File: src/rtl/pwm_pkg.sv
package pwm_pkg;

  // Status strobes from the ramp datapath to the steering control
  typedef struct packed {
    logic termHit;   // ramp reached its terminal value
    logic syncFire;  // filtered external restart
    logic cmpOn;     // ramp below the duty command
    logic inBlank;   // ramp inside the blanking window
    logic atStart;   // first cycle of a period
  } rampStat_t;

  // Strobes from the steering control back to the datapath
  typedef struct packed {
    logic restart;   // clear the ramp at the next edge
  } rampCtl_t;

endpackage

File: src/rtl/pwm_ramp_dp.sv
module pwm_ramp_dp
  import pwm_pkg::*;
#(
  parameter int CNT_W         = 8,
  parameter int SYNC_DEPTH    = 2,
  parameter int SYNC_MIN_HIGH = 2
) (
  input  logic             clk,
  input  logic             rstN,
  input  logic [CNT_W-1:0] periodMax,
  input  logic [CNT_W-1:0] blankLen,
  input  logic [CNT_W-1:0] dutyCmd,
  input  logic             syncIn,
  input  rampCtl_t         ctl,
  output rampStat_t        stat,
  output logic [CNT_W-1:0] rampCnt
);

  localparam int CHAIN = SYNC_DEPTH + SYNC_MIN_HIGH;

  // Bit 0 holds the newest sample; older samples move up.
  logic [CHAIN-1:0] syncSh;

  always_ff @(posedge clk or negedge rstN) begin
    if (!rstN) syncSh <= '0;
    else       syncSh <= {syncSh[CHAIN-2:0], syncIn};
  end

  // Restart once the sync level has held for SYNC_MIN_HIGH samples past
  // the synchronizer, following a low sample.
  logic syncHeld;
  assign syncHeld = &syncSh[SYNC_DEPTH-1 +: SYNC_MIN_HIGH];

  always_ff @(posedge clk or negedge rstN) begin
    if (!rstN)            rampCnt <= '0;
    else if (ctl.restart) rampCnt <= '0;
    else                  rampCnt <= rampCnt + 1'b1;
  end

  always_comb begin
    stat.termHit  = (rampCnt >= periodMax);
    stat.syncFire = syncHeld & ~syncSh[CHAIN-1];
    stat.cmpOn    = (rampCnt < dutyCmd);
    stat.inBlank  = (rampCnt < blankLen);
    stat.atStart  = (rampCnt == '0);
  end

endmodule

File: src/rtl/pwm_steer_ctl.sv
module pwm_steer_ctl
  import pwm_pkg::*;
#(
  parameter int N_OUT = 2
) (
  input  logic             clk,
  input  logic             rstN,
  input  rampStat_t        stat,
  input  logic             shutdown,
  input  logic             curLimit,
  output rampCtl_t         ctl,
  output logic [N_OUT-1:0] gates
);

  localparam int SW = (N_OUT > 1) ? $clog2(N_OUT) : 1;
  localparam logic [SW-1:0] LAST_IDX = SW'(N_OUT - 1);

  logic          periodEnd;
  logic          pulseNow;
  logic          pulseDone;   // one-pulse latch
  logic          wasOn;       // pulse was active last cycle
  logic          firedThis;   // a pulse happened in this period
  logic          armed;       // cleared by shutdown, set at period end
  logic [SW-1:0] steer;

  assign periodEnd   = stat.termHit | stat.syncFire;
  assign ctl.restart = periodEnd;

  assign pulseNow = stat.cmpOn & ~stat.inBlank & ~pulseDone
                  & ~curLimit & ~shutdown & armed;

  always_ff @(posedge clk or negedge rstN) begin
    if (!rstN) begin
      pulseDone <= 1'b0;
      wasOn     <= 1'b0;
      firedThis <= 1'b0;
    end else if (periodEnd) begin
      pulseDone <= 1'b0;
      wasOn     <= 1'b0;
      firedThis <= 1'b0;
    end else begin
      pulseDone <= pulseDone | curLimit | (wasOn & ~pulseNow);
      wasOn     <= pulseNow;
      firedThis <= firedThis | pulseNow;
    end
  end

  always_ff @(posedge clk or negedge rstN) begin
    if (!rstN)          armed <= 1'b0;
    else if (shutdown)  armed <= 1'b0;
    else if (periodEnd) armed <= 1'b1;
  end

  // Steering advances only past a period that issued a pulse.
  always_ff @(posedge clk or negedge rstN) begin
    if (!rstN) steer <= '0;
    else if (periodEnd && (firedThis || pulseNow))
      steer <= (steer == LAST_IDX) ? '0 : steer + 1'b1;
  end

  for (genvar i = 0; i < N_OUT; i++) begin : g_route
    assign gates[i] = pulseNow & (steer == SW'(i));
  end

endmodule

File: src/rtl/pushpull_pwm.sv
module pushpull_pwm
  import pwm_pkg::*;
#(
  parameter int CNT_W         = 8,
  parameter int SYNC_DEPTH    = 2,
  parameter int SYNC_MIN_HIGH = 2
) (
  input  logic             clk,
  input  logic             rstN,
  input  logic [CNT_W-1:0] periodMax,
  input  logic [CNT_W-1:0] blankLen,
  input  logic [CNT_W-1:0] dutyCmd,
  input  logic             syncIn,
  input  logic             shutdown,
  input  logic             curLimit,
  output logic             gateA,
  output logic             gateB,
  output logic             periodStart
);

  localparam int N_OUT = 2;

  rampStat_t        stat;
  rampCtl_t         ctl;
  logic [CNT_W-1:0] rampCnt;
  logic [N_OUT-1:0] gates;

  pwm_ramp_dp #(
    .CNT_W(CNT_W), .SYNC_DEPTH(SYNC_DEPTH), .SYNC_MIN_HIGH(SYNC_MIN_HIGH)
  ) u_ramp (
    .clk(clk), .rstN(rstN), .periodMax(periodMax), .blankLen(blankLen),
    .dutyCmd(dutyCmd), .syncIn(syncIn), .ctl(ctl), .stat(stat),
    .rampCnt(rampCnt)
  );

  pwm_steer_ctl #(.N_OUT(N_OUT)) u_ctl (
    .clk(clk), .rstN(rstN), .stat(stat), .shutdown(shutdown),
    .curLimit(curLimit), .ctl(ctl), .gates(gates)
  );

  assign gateA       = gates[0];
  assign gateB       = gates[1];
  assign periodStart = stat.atStart;

endmodule

File: config.mk
export PLATFORM = sky130hd
export DESIGN_NAME = pushpull_pwm
export DESIGN_NICKNAME = d
export VERILOG_FILES = /design/src/rtl/pwm_pkg.sv /design/src/rtl/pwm_ramp_dp.sv /design/src/rtl/pwm_steer_ctl.sv /design/src/rtl/pushpull_pwm.sv
export SDC_FILE = /design/constraint.sdc
export NUM_CORES = 1
export LEC_CHECK = 0
export ABC_AREA = 1
export BUFFER_PORTS_ARGS = -buffer_cell sky130_fd_sc_hd__buf_2
export CAP_MARGIN = 25
export CORE_MARGIN = 4
export CORE_UTILIZATION = 55
export CTS_CLUSTER_DIAMETER = 200
export DETAILED_ROUTE_END_ITERATION = 16
export GPL_ROUTABILITY_DRIVEN = 0
export GPL_TIMING_DRIVEN = 0
export PLACE_DENSITY_LB_ADDON = 0.2
export SYNTH_ARGS = -nofsm -noshare
export SYNTH_HDL_FRONTEND = slang
export SYNTH_SLANG_ARGS = --single-unit
export TNS_END_PERCENT = 100
File: constraint.sdc
create_clock -name clk -period 3.8 [get_ports clk]
set_input_delay 0.19 -clock clk [delete_from_list [all_inputs] [get_ports clk]]
set_output_delay 0.19 -clock clk [all_outputs]
set_load 0.1 [all_outputs]
==> results.json, run 1 <==
{
  "p_int_mw": 0.367,
  "synth-main-ff-cell": "dfrtp_1",
  "ff2ff_setup_slack_ps": 2030,
  "power.density_nw_per_um2": 424,
  "holdCritStartpoint": "shutdown",
  "place_area_um2": 1500,
  "cts_sinks": 17,
  "grt_max_degree": 18,
  "numCtsBuffers": 3,
  "io_pins": 32,
  "grt_first_pass_wirelength_um": 4890,
  "final.min_clock_period_ps": 2340,
  "rows": 17,
  "outcome": "finished, final reports clean",
  "synth_commonest_cells": "nand2_1 (39), inv_1 (37), ha_1 (24)",
  "syn_area_per_cell_um2": 7.69,
  "cp_cell_sequence": "ha_1 > nand2_1 > inv_1 > nand3_1 > nand3_1 > a21oi_2 > nand2_2 > nor2_1 > buf_2",
  "pwr-share-comb_pct": 45.6,
  "antenna_found_initial": 0,
  "track_usage_pct": 18.9,
  "required_ps": 3610,
  "critPathSlowestCell": "dfrtp_1",
  "dp_slack_ps": 1800,
  "overflow": 0,
  "cp.arrival_ps": 2150,
  "setup_violations": 0,
  "end_kind": "output pin",
  "crit_buf_inv": 2,
  "p_leak_nw": 0.941,
  "syn_inst": 170,
  "core_um2": 2230,
  "finalMaxSlewViolations": 0,
  "sw_frac_of_total_pct": 43.9,
  "initial_utilization_pct": 58.5,
  "synth_edf_count": 0,
  "hpwl_um": 2280,
  "cpLargestDelayFamily": "flip-flops",
  "holdPathEnd": "u_ctl.armed",
  "synth_area_um2": 1310,
  "rr_worst_depth": 7,
  "rsz0062_at_grt": "false",
  "path_clk_slew_ps": 100,
  "max_cap_violations": 0,
  "fin_util_pct": 69.2,
  "die_h_um": 56.8,
  "fin_ws_ps": 1460,
  "seq_power_share_pct": 39.4,
  "first_pass_iters": 4,
  "path_common_cell": "nand3_1",
  "synth.most_common_cell": "nand2_1",
  "finalHoldViolations": 0,
  "ys_seq_area_share_pct": 32.5,
  "nets": 261,
  "grt_pass1_vias": 1189,
  "crit_type": "reg -> out",
  "period_share_pct": 61.5,
  "ir_drop_v": 0.000606,
  "fillCellCount": 186,
  "root_buffer": "clkbuf_4",
  "synth.top_cell.area_share_pct": 32.5,
  "ant_nets": 0,
  "synth_area_leaders": "dfrtp_1 (33%), ha_1 (23%), nand2_1 (11%)",
  "slowest_delay_ps": 490,
  "cts_tree": "yes",
  "antenna_cells": 0,
  "clkPwrFrac_pct": 15.0,
  "ys_seq_elements": 17,
  "worst_pin_slew_ps": 485,
  "vias_per_cell": 4.89,
  "cts_setup_buffers": 0,
  "die_x_um": 56.8,
  "drc": 0,
  "totalWireLength_um": 2760,
  "p_total_mw": 0.655,
  "reg2reg_to": "u_ramp.rampCnt[5]",
  "holdPathStages": 2,
  "power.switching_mw": 0.288,
  "area_delta_synth_final_pct": 18.2,
  "slew_headroom_pct": 67.9,
  "postLayoutCellArea_um2": 1550,
  "r2r-start": "u_ramp.rampCnt[6]",
  "synthDistinctLibCells": 24,
  "worstSetupStartpointType": "register",
  "htree_levels": 1,
  "vias": 1149,
  "clkLatencyLatePin_ps": 290,
  "yosys_warnings": 0,
  "clock_skew_ps": 3.75,
  "synth_fp_nets": 223,
  "hp-class": "in -> reg",
  "path_max_fanout": 6,
  "clk_path_buf_depth": 2,
  "yosysTopAreaCell": "dfrtp_1",
  "drt_iter0_markers": 15,
  "avgRoutedWirePerCell_um": 11.7,
  "drive_gt1_share_pct": 21.3,
  "setup_tns_ps": 0,
  "max_clock_freq_ghz": 0.428,
  "portBuffers": 31,
  "synthArstFlopShare_pct": 100,
  "dieArea_um2": 3220
}
## logic make-up after synthesis
family          after synthesis  synth area share, %
compound gates               16                 7.46
xor+xnor                      2                 1.34
fa+ha+maj                    24                 23.0
buf+inv                      39                 11.8
flops                        17                 32.5
simple gates                 72                 23.9
## worst reg2reg max path, delay by kind of cell (launching register included)
| family | cells | cell delay (ps) |
|---|---|---|
| DFF | 1 | 490 |
| adders and majority gates | 1 | 320 |
| and+or+nand+nor | 4 | 470 |
| buffers and inverters | 1 | 200 |
| AOI/OAI and AO/OA | 1 | 180 |
## final cells by class
class / count / area (um2) / area share [%]
timing repair buffer: 33 / 175 / 11.3
inverter: 38 / 143 / 9.23
clock buffer: 3 / 22.5 / 1.46
buffer: 1 / 11.3 / 0.729
clock inverter: 1 / 5.00 / 0.324
sequential: 17 / 425 / 27.5
multi-input combinational: 114 / 728 / 47.1
tap: 28 / 35.0 / 2.27
## through the flow
step / cells / hold WS [ps]
CTS: 235 / 49.2
finish: 235 / 51.7
floorplan: 170 / -106
global placement: 229 / 118
global route: 235 / 54.1
detailed placement: 229 / 128
## power groups by stage
stage	Sequential [mW]	Clock, mW	Combinational, mW
final	0.258	0.0981	0.299
after global routing	0.264	0.106	0.354
after CTS	0.259	0.0996	0.304
after detailed placement	0.262	0	0.301
after global placement	0.259	0	0.277
after floorplan	0.247	0	0.229
## layer usage
| layer | routed length (um) | part of all wire, % | GRT usage [%] |
|---|---|---|---|
| met5 | 0 | 0 | 0 |
| met4 | 29 | 1.1 | 4.97 |
| met3 | 120 | 4.3 | 2.53 |
| met2 | 1430 | 52 | 36.3 |
| met1 | 1180 | 43 | 21.6 |
## cell usage in the layout (no fill, tap or decap), types with 2 or more instances in the layout
| cell type | instances |
|---|---|
| nand2_1 | 39 |
| inv_1 | 37 |
| buf_2 | 31 |
| ha_1 | 24 |
| nor2_1 | 18 |
| dfrtp_1 | 17 |
| a21oi_1 | 9 |
| nor3_1 | 3 |
| o21ai_0 | 3 |
| nand3_1 | 3 |
| clkbuf_4 | 3 |
| xor2_1 | 2 |
| nand2_2 | 2 |
| dlygate4sd3_1 | 2 |
## flip-flops by register name (all words and copies together), names as in the netlist
register and count:
u_ramp.rampCnt 8, u_ramp.syncSh 4, u_ctl.armed 1, u_ctl.firedThis 1
u_ctl.pulseDone 1, u_ctl.steer 1, u_ctl.wasOn 1
## worst max-delay path by stage
stage / start / endpoint / cells after the start
global route: u_ramp.rampCnt[7] / gateA / 9
finish: u_ramp.rampCnt[6] / gateB / 9
CTS: u_ramp.rampCnt[7] / gateA / 9
detailed placement: u_ramp.rampCnt[7] / gateB / 9
floorplan: u_ramp.rampCnt[0] / periodStart / 4
global placement: u_ramp.rampCnt[7] / gateB / 9
## what timing repair did
item,CTS,global route
hold buffers,2,0
gates resized for setup,0,0
endpoints found under the hold margin,18,0
No activity file was read; power rests on OpenSTA's default activity.
==> inputs of run 2 (changes only) <==
--- a/config.mk
+++ b/config.mk
@@ -5,11 +5,11 @@
 export SDC_FILE = /design/constraint.sdc
 export NUM_CORES = 1
 export LEC_CHECK = 0
-export ABC_AREA = 1
+export ABC_AREA = 0
 export BUFFER_PORTS_ARGS = -buffer_cell sky130_fd_sc_hd__buf_2
 export CAP_MARGIN = 25
 export CORE_MARGIN = 4
-export CORE_UTILIZATION = 55
+export CORE_UTILIZATION = 47
 export CTS_CLUSTER_DIAMETER = 200
 export DETAILED_ROUTE_END_ITERATION = 16
 export GPL_ROUTABILITY_DRIVEN = 0
==> constraint.sdc (replaced) <==
create_clock -name clk -period 2 [get_ports clk]
set_input_delay 0.1 -clock clk [delete_from_list [all_inputs] [get_ports clk]]
set_output_delay 0.1 -clock clk [all_outputs]
set_load 0.1 [all_outputs]
==> results.json, run 2 <==
{
  "drc": 0,
  "violations": "setup timing",
  "avgRoutedWirePerCell_um": 15.2,
  "io_pins": 32,
  "drt_iter0_markers": 40,
  "final_common_cell": "buf_2",
  "cp.arrival_ps": 2170,
  "synth_area_leaders": "dfrtp_1 (34%), ha_1 (24%), inv_1 (7.3%)",
  "slowest_delay_ps": 450,
  "crit_type": "reg -> out",
  "max_cap_violations": 0,
  "overflow": 0,
  "rr_worst_depth": 9,
  "clkLatencyLatePin_ps": 300,
  "largest_reg_flops": 8,
  "synth_fp_nets": 182,
  "antenna_cells": 0,
  "required_ps": 1900,
  "regMostFlops": "u_ramp.rampCnt",
  "hp-class": "in -> reg",
  "finalMaxSlewViolations": 0,
  "hpwl_um": 2030,
  "clock_skew_ps": 18.7,
  "antenna_found_initial": 0,
  "path_max_fanout": 2,
  "ff2ff_setup_slack_ps": -190,
  "synth-main-ff-cell": "dfrtp_1",
  "nets": 239,
  "cts_tree": "yes",
  "die_h_um": 59.4,
  "ant_nets": 0,
  "cts_sinks": 17,
  "numCtsBuffers": 3,
  "p_total_mw": 1.65,
  "postLayoutCellArea_um2": 1880,
  "rows": 18,
  "area_delta_synth_final_pct": 51.5,
  "grt_pass1_vias": 1118,
  "period_share_pct": 113,
  "track_usage_pct": 17.3,
  "multi_input_area_um2": 886,
  "outcome": "finished, violations left",
  "synthArstFlopShare_pct": 100,
  "clk_path_buf_depth": 2,
  "syn_area_per_cell_um2": 9.63,
  "htree_levels": 1,
  "largest_registers": "u_ramp.rampCnt x8, u_ramp.syncSh x4",
  "critPathSlowestCell": "dfrtp_2",
  "ys_seq_elements": 17,
  "synth_commonest_cells": "ha_1 (24), inv_1 (24), dfrtp_1 (17)",
  "drive_gt1_share_pct": 48.1,
  "worstSetupStartpointType": "register",
  "initial_utilization_pct": 49.7,
  "synth_area_um2": 1240,
  "portBuffers": 31,
  "die_x_um": 59.4,
  "power.density_nw_per_um2": 877,
  "dieArea_um2": 3530,
  "finalHoldViolations": 0,
  "rsz0062_at_grt": "true",
  "vias": 1116,
  "fillCellCount": 172,
  "end_kind": "output pin",
  "synth_edf_count": 0,
  "root_buffer": "clkbuf_4",
  "ir_drop_v": 0.000761,
  "vias_per_cell": 5.19,
  "ys_seq_area_share_pct": 34.2,
  "first_pass_iters": 4,
  "p_leak_nw": 0.983,
  "final_cell_mix": "buf_2 (28), inv_1 (23), ha_1 (19)",
  "final.min_clock_period_ps": 2270,
  "setup_tns_ps": -818,
  "path_clk_slew_ps": 110,
  "r2r-start": "u_ramp.rampCnt[5]",
  "yosys_warnings": 0,
  "core_um2": 2500,
  "cp-startpoint": "u_ramp.rampCnt[5]",
  "fin_ws_ps": -268,
  "reg2reg_to": "u_ctl.pulseDone",
  "totalWireLength_um": 3280,
  "seq_area_um2": 434,
  "cp_cell_sequence": "buf_6 > ha_1 > and3_4 > o221ai_4 > a221o_1 > nor2_4 > buf_12",
  "slew_headroom_pct": 74.6,
  "yosysTopAreaCell": "dfrtp_1",
  "setup_violations": 4,
  "synth.top_cell.area_share_pct": 34.2,
  "synthDistinctLibCells": 35,
  "crit_end": "gateA",
  "syn_inst": 129,
  "worst_pin_slew_ps": 381,
  "grt_max_degree": 18,
  "max_clock_freq_ghz": 0.441,
  "place_area_um2": 1460,
  "grt_first_pass_wirelength_um": 4620
}
run 2: worst min-delay path by stage:
| stage | start | to | depth (start not counted) |
|---|---|---|---|
| finish | curLimit | u_ctl.pulseDone | 3 |
| global route | curLimit | u_ctl.pulseDone | 3 |
| CTS | curLimit | u_ctl.pulseDone | 3 |
| detailed placement | rstN | u_ctl.armed | 1 |
| global placement | rstN | u_ctl.armed | 1 |
| floorplan | rstN | u_ctl.armed | 0 |
run 2: cell type report:
| class | instances | share of cell area, % |
|---|---|---|
| tap | 30 | 1.99 |
| multi-input combinational | 87 | 47.1 |
| sequential | 17 | 23.1 |
| inverter | 24 | 4.79 |
| timing repair buffer | 52 | 20.9 |
| clock buffer | 4 | 1.40 |
| buffer | 1 | 0.798 |
run 2: worst max-delay path, delay by kind of cell, from the launching register on:
family	cells	cell delay (ps)
fa+ha+maj	1	270
flops	1	450
buf+inv	2	310
simple gates	2	300
compound gates	2	540
run 2: stage by stage:
| stage | hold WS, ps | cells | setup slack, ps | util, % |
|---|---|---|---|---|
| 2_1_floorplan | -196 | 129 | -275 | - |
| 3_3_place_gp | 26.6 | 190 | -311 | 58.6 |
| 3_5_place_dp | 36.5 | 190 | -335 | 58.6 |
| 4_1_cts | 31.4 | 209 | -253 | 69.0 |
| 5_1_grt | 75.6 | 215 | -326 | 75.3 |
| 6_report | 76.4 | 215 | -268 | 75.3 |
run 2: what timing repair did:
item                                    CTS  global route
resized for setup                        27            20
pin swaps                                 8             4
gates cloned                              0             1
hold buffers                              3             0
endpoints found under the setup margin   13            14
setup buffers                            12             5
hold endpoints to repair                 19             0
run 2: power breakdown:
part	switching, mW	internal [mW]	total [mW]	leakage [nW]
logic	0.475	0.486	0.961	0.761
clock network	0.105	0.0776	0.182	0.0150
registers	0.0941	0.413	0.507	0.207
run 2: cell families after synthesis:
| family | Yosys count | synth area share, % |
|---|---|---|
| xor gates and xnor gates | 7 | 4.93 |
| and+or+nand+nor | 34 | 14.6 |
| buffers and inverters | 25 | 7.55 |
| adders and majority gates | 24 | 24.2 |
| DFF | 17 | 34.2 |
| AOI/OAI and AO/OA | 22 | 14.5 |
run 2: layer usage:
metal,routed length [um],up-vias,global-route usage (%),part of all wire (%)
met5,0,-,0,0
met4,17,0,2.91,0.52
met3,98,4,3.27,3.0
met2,1770,19,32.8,54
met1,1390,540,20.2,42
li1,-,553,-,-
